[config.mk]
export PLATFORM = sky130hd
export DESIGN_NAME = dma_chan_ctrl_regs
export DESIGN_NICKNAME = d
export VERILOG_FILES = /design/src/rtl/dma_regs_pkg.sv /design/src/rtl/dma_addr_dec.sv /design/src/rtl/dma_irq_unit.sv /design/src/rtl/dma_chan_regs.sv /design/src/rtl/dma_chan_ctrl_regs.sv
export SDC_FILE = /design/constraint.sdc
export NUM_CORES = 1
export LEC_CHECK = 0
export BUFFER_PORTS_ARGS = -buffer_cell sky130_fd_sc_hd__buf_2
export CAP_MARGIN = 0
export CORE_ASPECT_RATIO = 0.8
export CORE_UTILIZATION = 54
export CTS_CLUSTER_DIAMETER = 40
export CTS_CLUSTER_SIZE = 40
export DETAILED_ROUTE_END_ITERATION = 10
export MAX_ROUTING_LAYER = met4
export PLACE_DENSITY = 0.76
export SLEW_MARGIN = 20
export SYNTH_ARGS = -nofsm -noshare
export SYNTH_HDL_FRONTEND = slang
export SYNTH_SLANG_ARGS = --single-unit
export TNS_END_PERCENT = 10
[constraint.sdc]
create_clock -name clk -period 4.75 [get_ports clk]
set_input_delay 0.95 -clock clk [delete_from_list [all_inputs] [get_ports clk]]
set_output_delay 0.95 -clock clk [all_outputs]
set_load 0.005 [all_outputs]
[src/rtl/dma_regs_pkg.sv]
// Package: shared word indices and run-state encoding for the DMA register block.
// Assumes byte offsets inside a channel window are word aligned.
package dma_regs_pkg;
    localparam int WIN_BITS = 13;           // 0x2000-byte window per channel

    localparam logic [5:0] W_DESC   = 6'h00; // 0x00
    localparam logic [5:0] W_SDATA  = 6'h16; // 0x58
    localparam logic [5:0] W_SBUF   = 6'h17; // 0x5C
    localparam logic [5:0] W_GRP    = 6'h18; // 0x60
    localparam logic [5:0] W_GDOWN  = 6'h1F; // 0x7C
    localparam logic [5:0] W_CMD    = 6'h20; // 0x80
    localparam logic [5:0] W_CFG    = 6'h21; // 0x84
    localparam logic [5:0] W_STAT   = 6'h22; // 0x88
    localparam logic [5:0] W_MASK   = 6'h23; // 0x8C
    localparam logic [5:0] W_ACK    = 6'h24; // 0x90
    localparam logic [5:0] W_RAW    = 6'h25; // 0x94
    localparam logic [5:0] W_MSKD   = 6'h26; // 0x98
    localparam logic [5:0] W_STRM   = 6'h27; // 0x9C

    localparam int STRM_W = 10;

    typedef enum logic [2:0] {
        ST_RST  = 3'b001,
        ST_STOP = 3'b010,
        ST_RUN  = 3'b100
    } run_state_t;
endpackage

[src/rtl/dma_addr_dec.sv]
// Module: dma_addr_dec
// Splits a bus address into channel index and register word and qualifies the strobes.
// Assumes only full aligned 32-bit accesses are legal; bits [12:8] are don't-care.
module dma_addr_dec #(
    parameter int NUM_CH = 2,
    parameter int CH_W   = 1,
    localparam int AW    = dma_regs_pkg::WIN_BITS + CH_W
) (
    input  logic            wr,
    input  logic            rd,
    input  logic [AW-1:0]   addr,
    input  logic [3:0]      be,
    output logic [CH_W-1:0] ch_idx,
    output logic            ch_hit,
    output logic [5:0]      word,
    output logic            wr_ok,
    output logic            rd_ok,
    output logic            narrow
);
    logic full;
    logic unused_alias;

    // Address split and access qualification.
    always_comb begin
        ch_idx = addr[AW-1:dma_regs_pkg::WIN_BITS];
        ch_hit = (int'(ch_idx) < NUM_CH);
        word   = addr[7:2];
        full   = (be == 4'hF) && (addr[1:0] == 2'b00);
        wr_ok  = wr && full && ch_hit;
        rd_ok  = rd && full && ch_hit;
        narrow = (wr || rd) && !full;
    end

    assign unused_alias = ^addr[dma_regs_pkg::WIN_BITS-1:8];
endmodule

[src/rtl/dma_irq_unit.sv]
// Module: dma_irq_unit
// Raw interrupt bits, mask and level output for one channel.
// Assumes set pulses last one cycle; a set beats a same-cycle acknowledge.
module dma_irq_unit #(
    parameter int IRQ_W = 4
) (
    input  logic             clk,
    input  logic             rst_n,
    input  logic             ack_we,
    input  logic             mask_we,
    input  logic [IRQ_W-1:0] wval,
    input  logic [IRQ_W-1:0] set,
    output logic [IRQ_W-1:0] raw,
    output logic [IRQ_W-1:0] mask,
    output logic [IRQ_W-1:0] masked,
    output logic             irq
);
    logic [IRQ_W-1:0] clr;

    // Bits removed by an acknowledge write this cycle.
    assign clr = ack_we ? wval : '0;

    // Raw and mask storage.
    always_ff @(posedge clk) begin
        if (!rst_n) begin
            raw  <= '0;
            mask <= '0;
        end else begin
            raw <= (raw & ~clr) | set;
            if (mask_we) mask <= wval;
        end
    end

    // Masked view and level line.
    assign masked = raw & mask;
    assign irq    = |masked;

    AST_ACK_CLEARS: assert property (@(posedge clk) disable iff (!rst_n)
        (ack_we && set == '0) |=> ((raw & $past(wval)) == '0));
    AST_SET_WINS: assert property (@(posedge clk) disable iff (!rst_n)
        (set != '0) |=> ((raw & $past(set)) == $past(set)));
endmodule

[src/rtl/dma_chan_regs.sv]
// Module: dma_chan_regs
// All registers of one DMA channel: pointers, config/run state, command,
// stream command and interrupts. Presents the selected word combinationally.
// Assumes wr_en is already qualified for full access and channel match.
module dma_chan_regs #(
    parameter int IRQ_W = 4,
    parameter int SRC_W = 2
) (
    input  logic                           clk,
    input  logic                           rst_n,
    input  logic                           wr_en,
    input  logic [5:0]                     word,
    input  logic [31:0]                    wdata,
    input  logic                           start,
    input  logic                           eol,
    input  logic [SRC_W-1:0]               src,
    input  logic [IRQ_W-1:0]               set,
    output logic [31:0]                    rd_word,
    output logic                           cont_pulse,
    output logic                           strm_pulse,
    output logic [dma_regs_pkg::STRM_W-1:0] strm_cmd,
    output logic [2:0]                     state,
    output logic                           irq,
    output logic                           bad
);
    import dma_regs_pkg::*;

    localparam int NPTR = 5;

    logic [31:0]      ptr [NPTR];
    logic             cmd_q;
    logic [1:0]       cfg_q;
    run_state_t       st_q;
    logic [IRQ_W-1:0] raw, mask, masked;
    logic             we_cfg, we_cmd, we_strm, we_ack, we_mask;

    // Write strobes per register.
    always_comb begin
        we_cfg  = wr_en && (word == W_CFG);
        we_cmd  = wr_en && (word == W_CMD);
        we_strm = wr_en && (word == W_STRM);
        we_ack  = wr_en && (word == W_ACK);
        we_mask = wr_en && (word == W_MASK);
        bad     = (we_cmd && (wdata[31:1] != '0)) ||
                  (we_strm && (wdata[31:STRM_W] != '0));
    end

    // Pointer registers, one per mapped word.
    for (genvar p = 0; p < NPTR; p++) begin : g_ptr
        localparam logic [5:0] PW = (p == 0) ? W_DESC  :
                                    (p == 1) ? W_SDATA :
                                    (p == 2) ? W_SBUF  :
                                    (p == 3) ? W_GRP   : W_GDOWN;
        // Holds one descriptor pointer.
        always_ff @(posedge clk) begin
            if (!rst_n)                     ptr[p] <= '0;
            else if (wr_en && word == PW)   ptr[p] <= wdata;
        end
    end

    // Command, config and stream registers with their engine pulses.
    always_ff @(posedge clk) begin
        if (!rst_n) begin
            cmd_q      <= 1'b0;
            cfg_q      <= 2'b00;
            strm_cmd   <= '0;
            cont_pulse <= 1'b0;
            strm_pulse <= 1'b0;
        end else begin
            cont_pulse <= we_cmd && wdata[0];
            strm_pulse <= we_strm;
            if (we_cmd)  cmd_q    <= wdata[0];
            if (we_cfg)  cfg_q    <= wdata[1:0];
            if (we_strm) strm_cmd <= wdata[STRM_W-1:0];
        end
    end

    // Run state: config write forces stop/reset (reset last), else engine start.
    always_ff @(posedge clk) begin
        if (!rst_n) begin
            st_q <= ST_RST;
        end else if (we_cfg) begin
            if (wdata[1])  st_q <= ST_STOP;
            if (!wdata[0]) st_q <= ST_RST;
        end else if (start) begin
            st_q <= ST_RUN;
        end
    end

    assign state = st_q;

    dma_irq_unit #(.IRQ_W(IRQ_W)) i_irq (
        .clk    (clk),
        .rst_n  (rst_n),
        .ack_we (we_ack),
        .mask_we(we_mask),
        .wval   (wdata[IRQ_W-1:0]),
        .set    (set),
        .raw    (raw),
        .mask   (mask),
        .masked (masked),
        .irq    (irq)
    );

    // Read view of the addressed word.
    always_comb begin
        rd_word = '0;
        case (word)
            W_DESC:  rd_word = ptr[0];
            W_SDATA: rd_word = ptr[1];
            W_SBUF:  rd_word = ptr[2];
            W_GRP:   rd_word = ptr[3];
            W_GDOWN: rd_word = ptr[4];
            W_CMD:   rd_word = {31'd0, cmd_q};
            W_CFG:   rd_word = {30'd0, cfg_q};
            W_STAT: begin
                rd_word[2:0]           = st_q;
                rd_word[5]             = eol;
                rd_word[8 +: SRC_W]    = src;
            end
            W_MASK:  rd_word[IRQ_W-1:0] = mask;
            W_RAW:   rd_word[IRQ_W-1:0] = raw;
            W_MSKD:  rd_word[IRQ_W-1:0] = masked;
            W_STRM:  rd_word[STRM_W-1:0] = strm_cmd;
            default: rd_word = '0;
        endcase
    end

    AST_STATE_ONEHOT: assert property (@(posedge clk) disable iff (!rst_n)
        $countones(state) == 1);
    AST_CFG_RESET_WINS: assert property (@(posedge clk) disable iff (!rst_n)
        (we_cfg && !wdata[0]) |=> (state == ST_RST));
    AST_CONT_PULSE: assert property (@(posedge clk) disable iff (!rst_n)
        cont_pulse |-> $past(we_cmd));
endmodule

[src/rtl/dma_chan_ctrl_regs.sv]
// Module: dma_chan_ctrl_regs (top)
// Multi-channel DMA control/interrupt register block on a 32-bit word bus.
// Reads return data one cycle after the strobe; illegal accesses pulse bus_err.
// Assumes read and write strobes are not issued in the same cycle.
module dma_chan_ctrl_regs #(
    parameter int NUM_CH = 2,
    parameter int IRQ_W  = 4,
    parameter int SRC_W  = 2,
    parameter int CH_W   = (NUM_CH > 1) ? $clog2(NUM_CH) : 1
) (
    input  logic                       clk,
    input  logic                       rst_n,
    input  logic                       bus_wr,
    input  logic                       bus_rd,
    input  logic [13+CH_W-1:0]         bus_addr,
    input  logic [3:0]                 bus_be,
    input  logic [31:0]                bus_wdata,
    output logic [31:0]                bus_rdata,
    output logic                       bus_rvalid,
    output logic                       bus_err,
    output logic                       bad_value,
    input  logic [NUM_CH-1:0]          eng_start,
    input  logic [NUM_CH-1:0]          eng_eol,
    input  logic [NUM_CH*SRC_W-1:0]    eng_src,
    input  logic [NUM_CH*IRQ_W-1:0]    intr_set,
    output logic [NUM_CH-1:0]          cont_pulse,
    output logic [NUM_CH-1:0]          strm_pulse,
    output logic [NUM_CH*10-1:0]       strm_cmd,
    output logic [NUM_CH*3-1:0]        run_state,
    output logic [NUM_CH-1:0]          irq
);
    logic [CH_W-1:0]   ch_idx;
    logic              ch_hit;
    logic [5:0]        word;
    logic              wr_ok, rd_ok, narrow;
    logic [31:0]       rd_all [NUM_CH];
    logic [NUM_CH-1:0] bad_ch;
    logic [31:0]       rd_sel;

    dma_addr_dec #(.NUM_CH(NUM_CH), .CH_W(CH_W)) i_dec (
        .wr    (bus_wr),
        .rd    (bus_rd),
        .addr  (bus_addr),
        .be    (bus_be),
        .ch_idx(ch_idx),
        .ch_hit(ch_hit),
        .word  (word),
        .wr_ok (wr_ok),
        .rd_ok (rd_ok),
        .narrow(narrow)
    );

    for (genvar c = 0; c < NUM_CH; c++) begin : g_ch
        dma_chan_regs #(.IRQ_W(IRQ_W), .SRC_W(SRC_W)) i_ch (
            .clk       (clk),
            .rst_n     (rst_n),
            .wr_en     (wr_ok && (int'(ch_idx) == c)),
            .word      (word),
            .wdata     (bus_wdata),
            .start     (eng_start[c]),
            .eol       (eng_eol[c]),
            .src       (eng_src[c*SRC_W +: SRC_W]),
            .set       (intr_set[c*IRQ_W +: IRQ_W]),
            .rd_word   (rd_all[c]),
            .cont_pulse(cont_pulse[c]),
            .strm_pulse(strm_pulse[c]),
            .strm_cmd  (strm_cmd[c*10 +: 10]),
            .state     (run_state[c*3 +: 3]),
            .irq       (irq[c]),
            .bad       (bad_ch[c])
        );
    end

    // Channel read select.
    always_comb begin
        rd_sel = '0;
        for (int c = 0; c < NUM_CH; c++)
            if (ch_hit && int'(ch_idx) == c) rd_sel = rd_all[c];
    end

    // Registered bus response and error flags.
    always_ff @(posedge clk) begin
        if (!rst_n) begin
            bus_rdata  <= '0;
            bus_rvalid <= 1'b0;
            bus_err    <= 1'b0;
            bad_value  <= 1'b0;
        end else begin
            bus_rvalid <= rd_ok;
            bus_err    <= narrow;
            bad_value  <= |bad_ch;
            if (rd_ok) bus_rdata <= rd_sel;
        end
    end

    AST_NARROW_NO_EFFECT: assert property (@(posedge clk) disable iff (!rst_n)
        (bus_wr && bus_be != 4'hF && eng_start == '0) |=> $stable(run_state));
    AST_NARROW_ERR: assert property (@(posedge clk) disable iff (!rst_n)
        (bus_rd && bus_be != 4'hF) |=> (bus_err && !bus_rvalid));
endmodule

==> results.ini <==
[outcome]
status=finished, final reports clean

[setup_path]
crit_path_end_kind=flip-flop
critical_path_class=in2reg
reg2reg_from=g_ch[1].i_ch.i_irq.mask[0]
reg2reg_to=bus_rdata[0]
worst-r2r-setup-slack_ns=2.91
path_max_fanout=40
arrival_ns=3.57
critPathLaunchType=input port
cp_data_required_time_ns=5.15
reg2reg_depth=4

[final_layout]
drive_gt1_share_pct=20.5
finalNetCount=1618
syn_to_final_growth_pct=13.5

[global_route]
overflow=0
grt_max_degree=65
grtUsageMet1_pct=38.4
antenna_found_initial=1
grt_usage_pct=28.5
globalRoute.busiestLayer=met2
grt_pass1_wl_mm=73.1
grt_pass1_vias=12300
globalRouteMet2Util_pct=44.6
gr-usage-met3_pct=5.22

[hold_path]
hold_depth=1
hold_start=bus_rdata[12]
hold_path.class=reg2reg
hold_end=bus_rdata[12]

[route]
antenna_left=0
vias=12700
drc=0
drtPass1Iterations=7
drt-vias-per-instance=6.31
routed_wl_mm=48.5
drtIter0Drc=1705
wl_per_cell_um=24.1

[clocking]
clockBufferDepth=3
clk_pin_slew_worst_paths_ns=0.06
root_buffer=clkbuf_16
cts_tree=done
hold_buffers=0
postCtsSetupBuffers=0
cts-buffers-inserted=41
clk_latency_ns=0.54
cts_max_level=2
postCtsResizedCells=0
clock-sinks=407

[power_and_ir_drop]
power.switching_w=0.00180
pwr-share-clk_pct=43.5
p_comb_share_pct=5.0
power_leakage_nw=7.53
power_density_nw_per_um2=376
swShare_pct=23.1
intPower_w=0.00600
irDropWorstVdd_mv=0.277
pwr-share-seq_pct=51.5

[sta]
final-hold-violation-count=0
setup_viol=0
rsz0062_at_grt=false
slew_viol_final=0
fmax_mhz=315
fin_skew_ns=0.0141
relSlewSlack_pct=31.5
tightest_slew_ns=1.03
setup_ws_ns=1.57
period_minus_slack_ns=3.18
finalCritPeriodShare_pct=66.9
fin_tns_setup_ns=0

[place]
hpwl_mm=28.7
io_buffers=131
dp_slack_ns=1.15
place.gp.congestion=0.903

[yosys]
synth.avg_cell_area_sq_um=12.3
seq_area_frac_synth_pct=62.1
ys_types=68
synthArstFlopShare_pct=0
syn-num-nets=1553
syn-cell-area_sq_um=18300
syn_inst=1483
synth_ff_type=edfxtp_1
synth-edff-count=320
yosys_register_bits=407
ys_warn_count=0

[floorplanning]
io_pins=137
coreArea_sq_um=32900
dieWidth_um=208
die_area_sq_um=34600
die_h_um=167
initial_core_util_pct=55.6
rows=59

[flow_run]
cap_violations=0

==> state kept, by name, indices dropped and copies added (netlist names) <==
register / flops
g_ch.i_ch.state: 6
g_ch.i_ch.strm_pulse: 2
g_ch.i_ch.ptr: 320
bus_rvalid: 1
g_ch.i_ch.i_irq.mask: 8
bus_rdata: 32
bad_value: 1
g_ch.i_ch.cont_pulse: 2
bus_err: 1
g_ch.i_ch.cfg_q: 4
g_ch.i_ch.i_irq.raw: 8
g_ch.i_ch.cmd_q: 2
g_ch.i_ch.strm_cmd: 20
==> per-stage QoR <==
step                      cell area (sq um)  utilization [%]  power, W  hold slack, ns  instances
final                                 20800             63.1   0.00780           0.466       2009
after global placement                19300             58.7   0.00446           0.449       1932
after global routing                  20800             63.1   0.00797           0.485       2009
after floorplan                       18300                -   0.00432           0.439       1483
after detailed placement              19300             58.7   0.00448           0.449       1932
after CTS                             20800             63.0   0.00781           0.468       2008
==> critical path: stages <==
cell	delay [ns]
buf_2	0.43
inv_1	0.20
buf_4	0.43
nand4_1	0.42
nor2_2	0.51
buf_4	0.42
and2_1	0.19
==> cells in the mapped netlist, types with 3 or more instances <==
cell type,instances,area (sq um)
nand2b_1,6,37.5
and3_1,23,144
clkbuf_1,99,372
a32o_1,24,240
dfxtp_1,87,1740
a21oi_1,7,35.0
edfxtp_1,320,9610
o21ai_0,23,115
nor2_1,26,97.6
a222oi_1,9,90.1
a31oi_1,5,31.3
nand4_1,10,62.6
mux2_2,52,586
buf_4,10,75.1
nand3b_1,4,30.0
nor4_1,6,37.5
a221oi_1,52,455
mux2i_1,14,140
nand3_1,9,45.0
o211ai_1,3,22.5
o21a_1,8,60.1
a21boi_1,21,158
a21boi_0,18,135
inv_1,7,26.3
a22oi_1,61,458
buf_2,32,160
nor2b_1,14,87.6
a221o_1,4,40.0
nand2_1,125,469
nor3_1,9,45.0
and4_1,4,35.0
mux2_1,10,113
and2_1,328,2050
o31ai_1,8,60.1
==> cells in the final DEF, fill, tap and decap left out, types with 5 or more instances in the layout <==
| master | count |
|---|---|
| a21boi_0 | 18 |
| a21boi_1 | 20 |
| a21oi_1 | 7 |
| a221oi_1 | 52 |
| a222oi_1 | 9 |
| a22oi_1 | 61 |
| a31oi_1 | 5 |
| a32o_1 | 24 |
| and2_1 | 326 |
| and3_1 | 23 |
| buf_2 | 130 |
| buf_4 | 31 |
| clkbuf_16 | 43 |
| dfxtp_1 | 87 |
| edfxtp_1 | 320 |
| inv_1 | 7 |
| inv_6 | 9 |
| mux2_1 | 10 |
| mux2_2 | 52 |
| mux2i_1 | 14 |
| nand2_1 | 125 |
| nand2b_1 | 6 |
| nand3_1 | 9 |
| nand4_1 | 10 |
| nor2_1 | 16 |
| nor2_2 | 11 |
| nor2b_1 | 14 |
| nor3_1 | 9 |
| nor4_1 | 6 |
| o21a_1 | 8 |
| o21ai_0 | 13 |
| o21ai_4 | 10 |
| o31ai_1 | 8 |
==> worst max-delay path by stage <==
stage | end | cells past startpoint | from
after floorplan | g_ch[1].i_ch.ptr[4][0] | 6 | bus_addr[7]
after global placement | g_ch[1].i_ch.ptr[2][27] | 5 | bus_addr[3]
after detailed placement | g_ch[0].i_ch.ptr[1][7] | 6 | bus_addr[13]
after CTS | g_ch[0].i_ch.ptr[1][3] | 6 | bus_addr[13]
after global routing | g_ch[1].i_ch.ptr[1][19] | 5 | bus_addr[13]
final | g_ch[0].i_ch.ptr[1][2] | 7 | bus_addr[13]
==> power by group through the flow <==
stage | Sequential [W] | Combinational [W] | Clock (W)
6_report | 0.00402 | 0.000390 | 0.00339
5_1_grt | 0.00403 | 0.000414 | 0.00353
4_1_cts | 0.00402 | 0.000385 | 0.00341
3_5_place_dp | 0.00410 | 0.000383 | 0
3_3_place_gp | 0.00409 | 0.000377 | 0
2_1_floorplan | 0.00409 | 0.000229 | 0
==> metal layers <==
metal / up-vias / wire (um)
met5: - / 0
met2: 684 / 23000
met4: 0 / 1010
met1: 6327 / 19700
met3: 82 / 4820
li1: 5588 / -
==> cell families (layout without fill, tap and decap cells) <==
kind of cell	Yosys count	in the layout	share of synthesized area (%)
flip-flops	407	407	62.1
other	0	1	0
AND/OR/NAND/NOR	589	589	18.5
buffers and inverters	150	248	3.50
AO/OA/AOI/OAI	260	260	11.2
multiplexers	77	77	4.71
==> final cells by class <==
class,instances,area [sq um]
inverter,7,26.3
fill,2424,12200
tap,427,534
timing repair buffer,165,963
multi-input combinational,926,6450
clock inverter,28,322
clock buffer,48,1100
sequential,407,11400
antenna,1,2.50
No activity file was read; power rests on OpenSTA's default activity.
